<file path="src/rtl/seg_bus_upsizer.sv">
module seg_bus_upsizer #(
  parameter int IW = 64,
  parameter int NO = 4
) (
  input  logic                  clk,
  input  logic                  rst_n,
  input  logic                  in_valid,
  output logic                  in_ready,
  input  logic [2*IW-1:0]       in_data,
  input  logic [1:0]            in_ena,
  input  logic [1:0]            in_sop,
  input  logic [1:0]            in_eop,
  input  logic [1:0]            in_err,
  input  logic [2*$clog2(IW/8)-1:0] in_mty,
  output logic                  out_valid,
  input  logic                  out_ready,
  output logic [NO*2*IW-1:0]    out_data,
  output logic [NO-1:0]         out_ena,
  output logic [NO-1:0]         out_sop,
  output logic [NO-1:0]         out_eop,
  output logic [NO-1:0]         out_err,
  output logic [NO*($clog2(IW/8)+1)-1:0] out_mty
);
  localparam int IMW = $clog2(IW/8);
  localparam int OMW = IMW + 1;
  localparam int NH  = 2 * NO;
  localparam int HW  = $clog2(NH);
  localparam int CW  = $clog2(NH + 1);

  typedef struct packed {
    logic [NH-1:0][IW-1:0] d;
    logic [CW-1:0]         cnt;
    logic                  sop;
  } acc_t;

  typedef struct packed {
    logic [NO-1:0][2*IW-1:0] d;
    logic [NO-1:0]           ena;
    logic [NO-1:0]           sop;
    logic [NO-1:0]           eop;
    logic [NO-1:0]           err;
    logic [NO-1:0][OMW-1:0]  mty;
  } beat_t;

  typedef struct packed {
    acc_t  a;
    logic  f;
    beat_t b;
  } step_t;

  function automatic beat_t mk_beat(acc_t a, logic e, logic r, logic [IMW-1:0] m);
    beat_t b;
    logic [CW-1:0] last;
    b = '0;
    last = (a.cnt - CW'(1)) >> 1;
    for (int s = 0; s < NO; s++) begin
      b.d[s]   = {a.d[2*s], a.d[2*s+1]};
      b.ena[s] = a.cnt > CW'(2*s);
      b.sop[s] = (s == 0) && a.sop;
      if (e && last == CW'(s)) begin
        b.eop[s] = 1'b1;
        b.err[s] = r;
        b.mty[s] = {a.cnt[0], m};
      end
    end
    return b;
  endfunction

  function automatic step_t step(acc_t a, logic v, logic [IW-1:0] x, logic s,
                                 logic e, logic r, logic [IMW-1:0] m);
    step_t o;
    o.a = a;
    o.f = 1'b0;
    o.b = '0;
    if (v) begin
      if (a.cnt == '0) o.a.sop = s;
      o.a.d[a.cnt[HW-1:0]] = x;
      o.a.cnt = a.cnt + CW'(1);
      if (e || o.a.cnt == CW'(NH)) begin
        o.f = 1'b1;
        o.b = mk_beat(o.a, e, r, m);
        o.a = '0;
      end
    end
    return o;
  endfunction

  acc_t  acc;
  beat_t q0, q1;
  logic  v0, v1;
  step_t s0, s1;
  logic  fire;

  assign in_ready = !v0 || (!v1 && out_ready);
  assign fire     = in_valid && in_ready;

  assign s0 = step(acc, fire && in_ena[0], in_data[0 +: IW], in_sop[0],
                   in_eop[0], in_err[0], in_mty[0 +: IMW]);
  assign s1 = step(s0.a, fire && in_ena[1], in_data[IW +: IW], in_sop[1],
                   in_eop[1], in_err[1], in_mty[IMW +: IMW]);

  always_ff @(posedge clk or negedge rst_n) begin
    if (!rst_n) begin
      acc <= '0;
      q0  <= '0;
      q1  <= '0;
      v0  <= 1'b0;
      v1  <= 1'b0;
    end else begin
      acc <= s1.a;
      if (fire) begin
        v0 <= s0.f || s1.f;
        q0 <= s0.f ? s0.b : s1.b;
        v1 <= s0.f && s1.f;
        q1 <= s1.b;
      end else if (v0 && out_ready) begin
        v0 <= v1;
        q0 <= q1;
        v1 <= 1'b0;
      end
    end
  end

  assign out_valid = v0;
  assign out_data  = q0.d;
  assign out_ena   = q0.ena;
  assign out_sop   = q0.sop;
  assign out_eop   = q0.eop;
  assign out_err   = q0.err;
  assign out_mty   = q0.mty;
endmodule


</file>
<file path="config.mk">
export PLATFORM = sky130hd
export DESIGN_NAME = seg_bus_upsizer
export DESIGN_NICKNAME = d
export VERILOG_FILES = /design/src/rtl/seg_bus_upsizer.sv
export SDC_FILE = /design/constraint.sdc
export NUM_CORES = 2
export LEC_CHECK = 0
export CORE_MARGIN = 3
export CORE_UTILIZATION = 35
export CTS_BUF_LIST = sky130_fd_sc_hd__clkbuf_8
export DETAILED_ROUTE_END_ITERATION = 10
export SYNTH_ARGS = -nofsm -noshare
export SYNTH_HDL_FRONTEND = slang
export SYNTH_SLANG_ARGS = --single-unit
</file>
<file path="constraint.sdc">
create_clock -name clk -period 4.2 [get_ports clk]
set_input_delay 0.84 -clock clk [delete_from_list [all_inputs] [get_ports clk]]
set_output_delay 0.84 -clock clk [all_outputs]
set_load 0.03 [all_outputs]
</file>
### Word level (Yosys, flattened, before mapping)

Index checks and enable logic that the tools add are counted.

| cells by class | value |
|---|---|
| add/subtract/negate cells | 4 |
| magnitude comparators | 12 |
| eq/ne operators | 8 |
| multiplexer cells | 43 |
| reductions and logical operators | 27 |

Operators by type and width:

| cell | count |
|---|---|
| 1062-bit two-way mux | 4 |
| 544-bit two-way mux | 3 |
| 512-bit bitwise mux | 2 |
| 64-bit demux with 3-bit select | 2 |
| 64-bit two-way mux | 2 |
| 4-bit two-way mux | 8 |
| 1-bit two-way mux | 22 |
| 4-bit by 3-bit greater-than comparator with 1-bit output, second input constant | 4 |
| 1-bit logical AND | 16 |
| 4-bit logical NOT | 4 |
| 3-bit by 2-bit == test with 1-bit output, second input constant | 4 |
| 4-bit by 1-bit adder with 4-bit output, second input constant | 2 |
| 4-bit == test, second input constant | 2 |
| 4-bit by 1-bit greater-than comparator with 1-bit output, second input constant | 2 |
| 4-bit by 2-bit greater-than comparator with 1-bit output, second input constant | 2 |
| 3-bit by 4-bit < comparator with 1-bit output, second input constant | 2 |
| 4-bit by 1-bit subtractor with 4-bit output, second input constant | 2 |
| 3-bit by 1-bit == test with 1-bit output, second input constant | 2 |
| 3-bit by 1-bit >= comparator with 1-bit output, second input constant | 2 |
| 1-bit logical OR | 4 |
| 1-bit logical NOT | 2 |
| 2-bit nonzero test | 1 |

| word-level totals | value |
|---|---|
| register bits | 1607 |
| input bits | 146 |
| output and inout port bits | 546 |

### Logic depth before layout (Yosys ltp)

| depth | value |
|---|---|
| depth after elaboration | 16 |
| gate-level depth with buffers | 16 |

### Least setup slack after synthesis

No wires, ideal clock.

| timing | value |
|---|---|
| kind | input to register |
| from | in out_ready |
| to | reg q0 (netlist bit out_data[188]) |
| setup time | 0.142 ns |
| data arrival time | 3.828 ns |
| required time | 4.058 ns |
| slack | 0.230 ns |
| stages | 16 |
| path buffers | 6 |
| cells stage by stage | nor2b_1 > o21ai_2 > clkbuf_1 > clkbuf_1 > clkbuf_1 > a32oi_1 > inv_1 > ha_1 > and4_1 > a32oi_1 > a21oi_4 > o21ai_2 > buf_6 > buf_2 > clkbuf_1 > o221ai_1 |

| on the way | value |
|---|---|
| longest elaborated chain between the ends | 14 |
| elaborated cells on any way between the ends | 21 |
| classes of those cells | add/sub: 1; order compare: 2; eq/ne: 1; mux: 8; reduce/logical: 9 |

RTL lines:

| item | line | source |
|---|---|---|
| start, declared | 16 | `input logic out_ready,` |
| 1-bit logical AND | 94 | `assign in_ready = !v0 \|\| (!v1 && out_ready);` |
| 1-bit logical OR | 94 |  |
| 1-bit logical AND | 95 | `assign fire = in_valid && in_ready;` |
| 1-bit logical AND | 97 | `assign s0 = step(acc, fire && in_ena[0], in_data[0 +: IW], in_sop[0],` |
| 1062-bit two-way mux | 75 | `if (v) begin` |
| 3-bit by 4-bit < comparator with 1-bit output (implied by the code) / 3-bit by 1-bit >= comparator with 1-bit output (equally long branches) | 77 | `o.a.d[a.cnt[HW-1:0]] = x;` |
| 1-bit logical AND (implied by the code) | 77 |  |
| 64-bit two-way mux (implied by the code) | 77 |  |
| 64-bit demux with 3-bit select | 77 |  |
| 512-bit bitwise mux | 77 |  |
| 1062-bit two-way mux | 79 | `if (e \|\| o.a.cnt == CW'(NH)) begin` |
| 1062-bit two-way mux | 75 |  |
| 544-bit two-way mux | 113 | `q0 <= s0.f ? s0.b : s1.b;` |
| 544-bit two-way mux | 111 | `if (fire) begin` |
| end signal, assigned | 113 |  |
| end signal, assigned | 118 | `q0 <= q1;` |
| end, declared | 89 | `beat_t q0, q1;` |

Several ways; a longest one is shown, not always the timed one.
A chain may end at the register's enable or synchronous reset.

==> summary.md <==
| Metric | Value |
|---|---|
| Grt ovf | `0` |
| Share of the synthesized area in the top cell type | `0.502` |
| Area fraction in compound gates after synthesis | `0.268` |
| Power Total | `between 50 and 60 mW` |
| Worst path cell trace | `a21bo_2, a21o_1, a32oi_1, inv_1, ha_1, and4_1, a32oi_1, a21oi_4, or3_4, buf_12, buf_12, o21ai_0` |
| CTS root buf | `clkbuf_8` |
| Seq cells post-synth | `1601` |
| Critical-path top delay cell | `dfrtp_1` |
| Syn_area_per_cell | `between 9 and 10 µm²` |
| Final Critical Period | `approximately 3.9 ns` |
| Library cells used by synthesis | `70` |
| Ys flop type | `dfrtp_1` |
| Vias in the first global route | `73.5k` |
| Routed vias/inst | `between 6 and 7` |
| Top cells by area, synth | `dfrtp_1 (50%), mux2i_1 (8.0%), o21ai_0 (8.0%)` |
| Most common cell after layout, fill and taps aside | `dfrtp_1` |
| Area Growth Syn to Fin | `21.7%` |
| Simple-gate share of the synthesized area | `0.102` |
| Residual DRC count | `0` |
| Final hold violation count | `0` |
| CP Class | `flip-flop to flip-flop` |
| Drt first pass iters | `9` |
| CTS tree | `done` |
| # rows | `174` |
| Clk sinks | `roughly 1.6k` |
| Startpoint Class | `flip-flop` |
| Finished Cell Area | `slightly below 100000 µm²` |
| Die area | `between 200000 and 250000 µm²` |
| Largest net degree at the start of global routing | `between 100 and 150` |
| Lkg Pwr | `roughly 43 nW` |
| Adder-cell share of the synthesized area | `0.000940` |
| FMAX | `~260 MHz` |
| Final Max Slew Viols | `0` |
| Number of flops mapped to enable cells by yosys | `0` |
| Final Wtd Congestion | `~0.88` |
| Routed Antenna Nets | `0` |
| Syn. warnings | `0` |
| Syn Inst Count | `approximately 8.4k` |
| Max-cap violation count | `0` |
| # port buffers | `between 600 and 700` |
| Clock transition at path regs | `0.06 ns` |
| Post-synthesis mux area share | `0.0805` |
| Relative slew slack | `0.291` |
| Most frequent cells in the layout | `dfrtp_1 (1601), nand2_1 (1333), o21ai_0 (1284)` |
| Starting DRT DRC Count | `about 8.7k` |
| Share of layout cells above drive strength 1 | `0.0982` |
| Crit-path max FO | `37` |
| Pwr Density | `574 nW/µm²` |
| Placed Area | `between 90000 and 100000 µm²` |
| Die Span Y | `approximately 480 µm` |
| Clk_skew | `0.106 ns` |
| Post-synth ARST share | `1.00` |
| Total GRT Usage | `0.282` |
| Buffers inserted by post-CTS timing repair | `0` |
| Crit path required time | `a little over 5 ns` |
| Hpwl dp | `around 210000 µm` |
| Final core occ | `0.430` |
| Sequential share of the synthesized area | `0.502` |
| Layout net count | `about 9k` |
| Area leader, netlist | `dfrtp_1` |
| Tcrit/Tclk final | `0.927` |
| Initial antenna violation count | `18` |
| Worst path arrival time | `between 4 and 5 ns` |
| Die X | `a little under 500 µm` |
| Final setup viols | `0` |
| Worst Hold Class | `primary input to asynchronous set/reset pin` |
| TritonCTS buffer count | `304` |
| Via Count | `between 70k and 80k` |
| Core Footprint | `approximately 230000 µm²` |
| Worst vdd ir | `0.000386 V` |
| Final WL | `roughly 340000 µm` |
| Delay of the slowest critical-path stage | `about 0.78 ns` |
| Synth Area in XOR/XNOR | `0.000548` |
| Critical Path End Type | `flip-flop` |
| First-pass GRT wire length | `502000 µm` |
| Clock latency at the later pin of the worst-skew pair | `between 1 and 1.5 ns` |
| Final setup TNS | `0 ns` |
| I/O pins | `slightly below 700` |
| DR WL/cell | `28.5 µm` |
| Tightest Pin Transition | `around 1.1 ns` |
| Largest family of logic cells by synthesized area | `compound AO/OA/AOI/OAI gates` |
| Clock Path Buffers | `4` |
| Synthesized cell area | `around 80000 µm²` |
| RSZ-0062 raised after global routing | `no` |
| Initial Util | `0.354` |
| Status | `finished clean` |
| CTS H-Tree Depth | `5` |
## power by group
group	internal, mW	leakage [nW]	switching, mW	total (mW)
clock network	7.93	3.24	6.85	14.8
logic	7.61	18.8	12.7	20.3
registers	18.2	21.3	2.50	20.7
## cells in the mapped netlist (all sizes together), types with 69 or more instances
master  number
nor2b       69
nand2     1339
o21ai     1310
o21a       131
o221ai      71
dfrtp     1601
nor3       272
o211ai     450
o221a      129
a21o       133
buf        220
o22ai      396
mux2i      642
a22o       147
a22oi      386
nor2       237
clkbuf     698
## final cells by class
type	count	area, µm²
timing repair buffer	1042	11300
inverter	14	52.6
multi-input combinational	5868	36500
sequential	1601	40100
tap	2992	3740
clock inverter	127	664
antenna	5	12.5
clock buffer	357	4910
fill	21400	129000
## final timing paths
path                            startpoint             to  slack, ns  cells after the start
worst max-delay path                acc[4]       acc[239]       0.31                     12
worst min-delay path                 rst_n  out_data[238]       0.47                      2
worst max register to register      acc[4]       acc[239]       0.31                     12
worst min register to register     q1[168]        q1[168]       0.47                      2
max in group asynchronous            rst_n        acc[77]       2.44                      3
min in group clk                   q1[168]        q1[168]       0.47                      2
## kinds of logic after synthesis
family | Yosys count
AO/OA/AOI/OAI | 3245
XOR/XNOR | 5
adder cells (fa/ha/maj) | 6
buffers and inverters | 932
flip-flops | 1601
multiplexers | 642
other | 1
AND/OR/NAND/NOR | 1967
## through the flow
stage	setup WS, ns	hold WS, ns	instances
floorplan	0.230	0.441	8401
global placement	0.0511	0.452	11500
detailed placement	0.100	0.458	11500
CTS	0.407	0.394	12000
global route	0.146	0.476	12000
finish	0.307	0.470	12000
## routing by layer
metal  GRT usage  vias up  part of all wire
met5           0        -           0.00024
met4       0.152       14             0.056
met3      0.0608      778             0.095
met2       0.420     4371              0.44
met1       0.382    37800              0.41
li1            -    31800                 -
## critical path: cells and delay by family (launching register included)
family | cells | cell delay, ns
buffers and inverters | 3 | 0.51
and+or+nand+nor | 2 | 0.66
DFF | 1 | 0.78
AOI/OAI and AO/OA | 6 | 1.51
adders and majority gates | 1 | 0.21
## registers in the layout, summed over array words and instances, names as in the netlist
name	cells
out_data	512
q1	541
out_eop	4
out_ena	4
out_sop	1
out_valid	1
acc	517
v1	1
out_err	4
out_mty	16
## timing repair
action                                  CTS  global route
gates resized for setup                   0             1
endpoints found under the hold margin    93             0
hold buffers                              1             0
endpoints found under the setup margin    0             3
(Power assumes the default switching activity.)
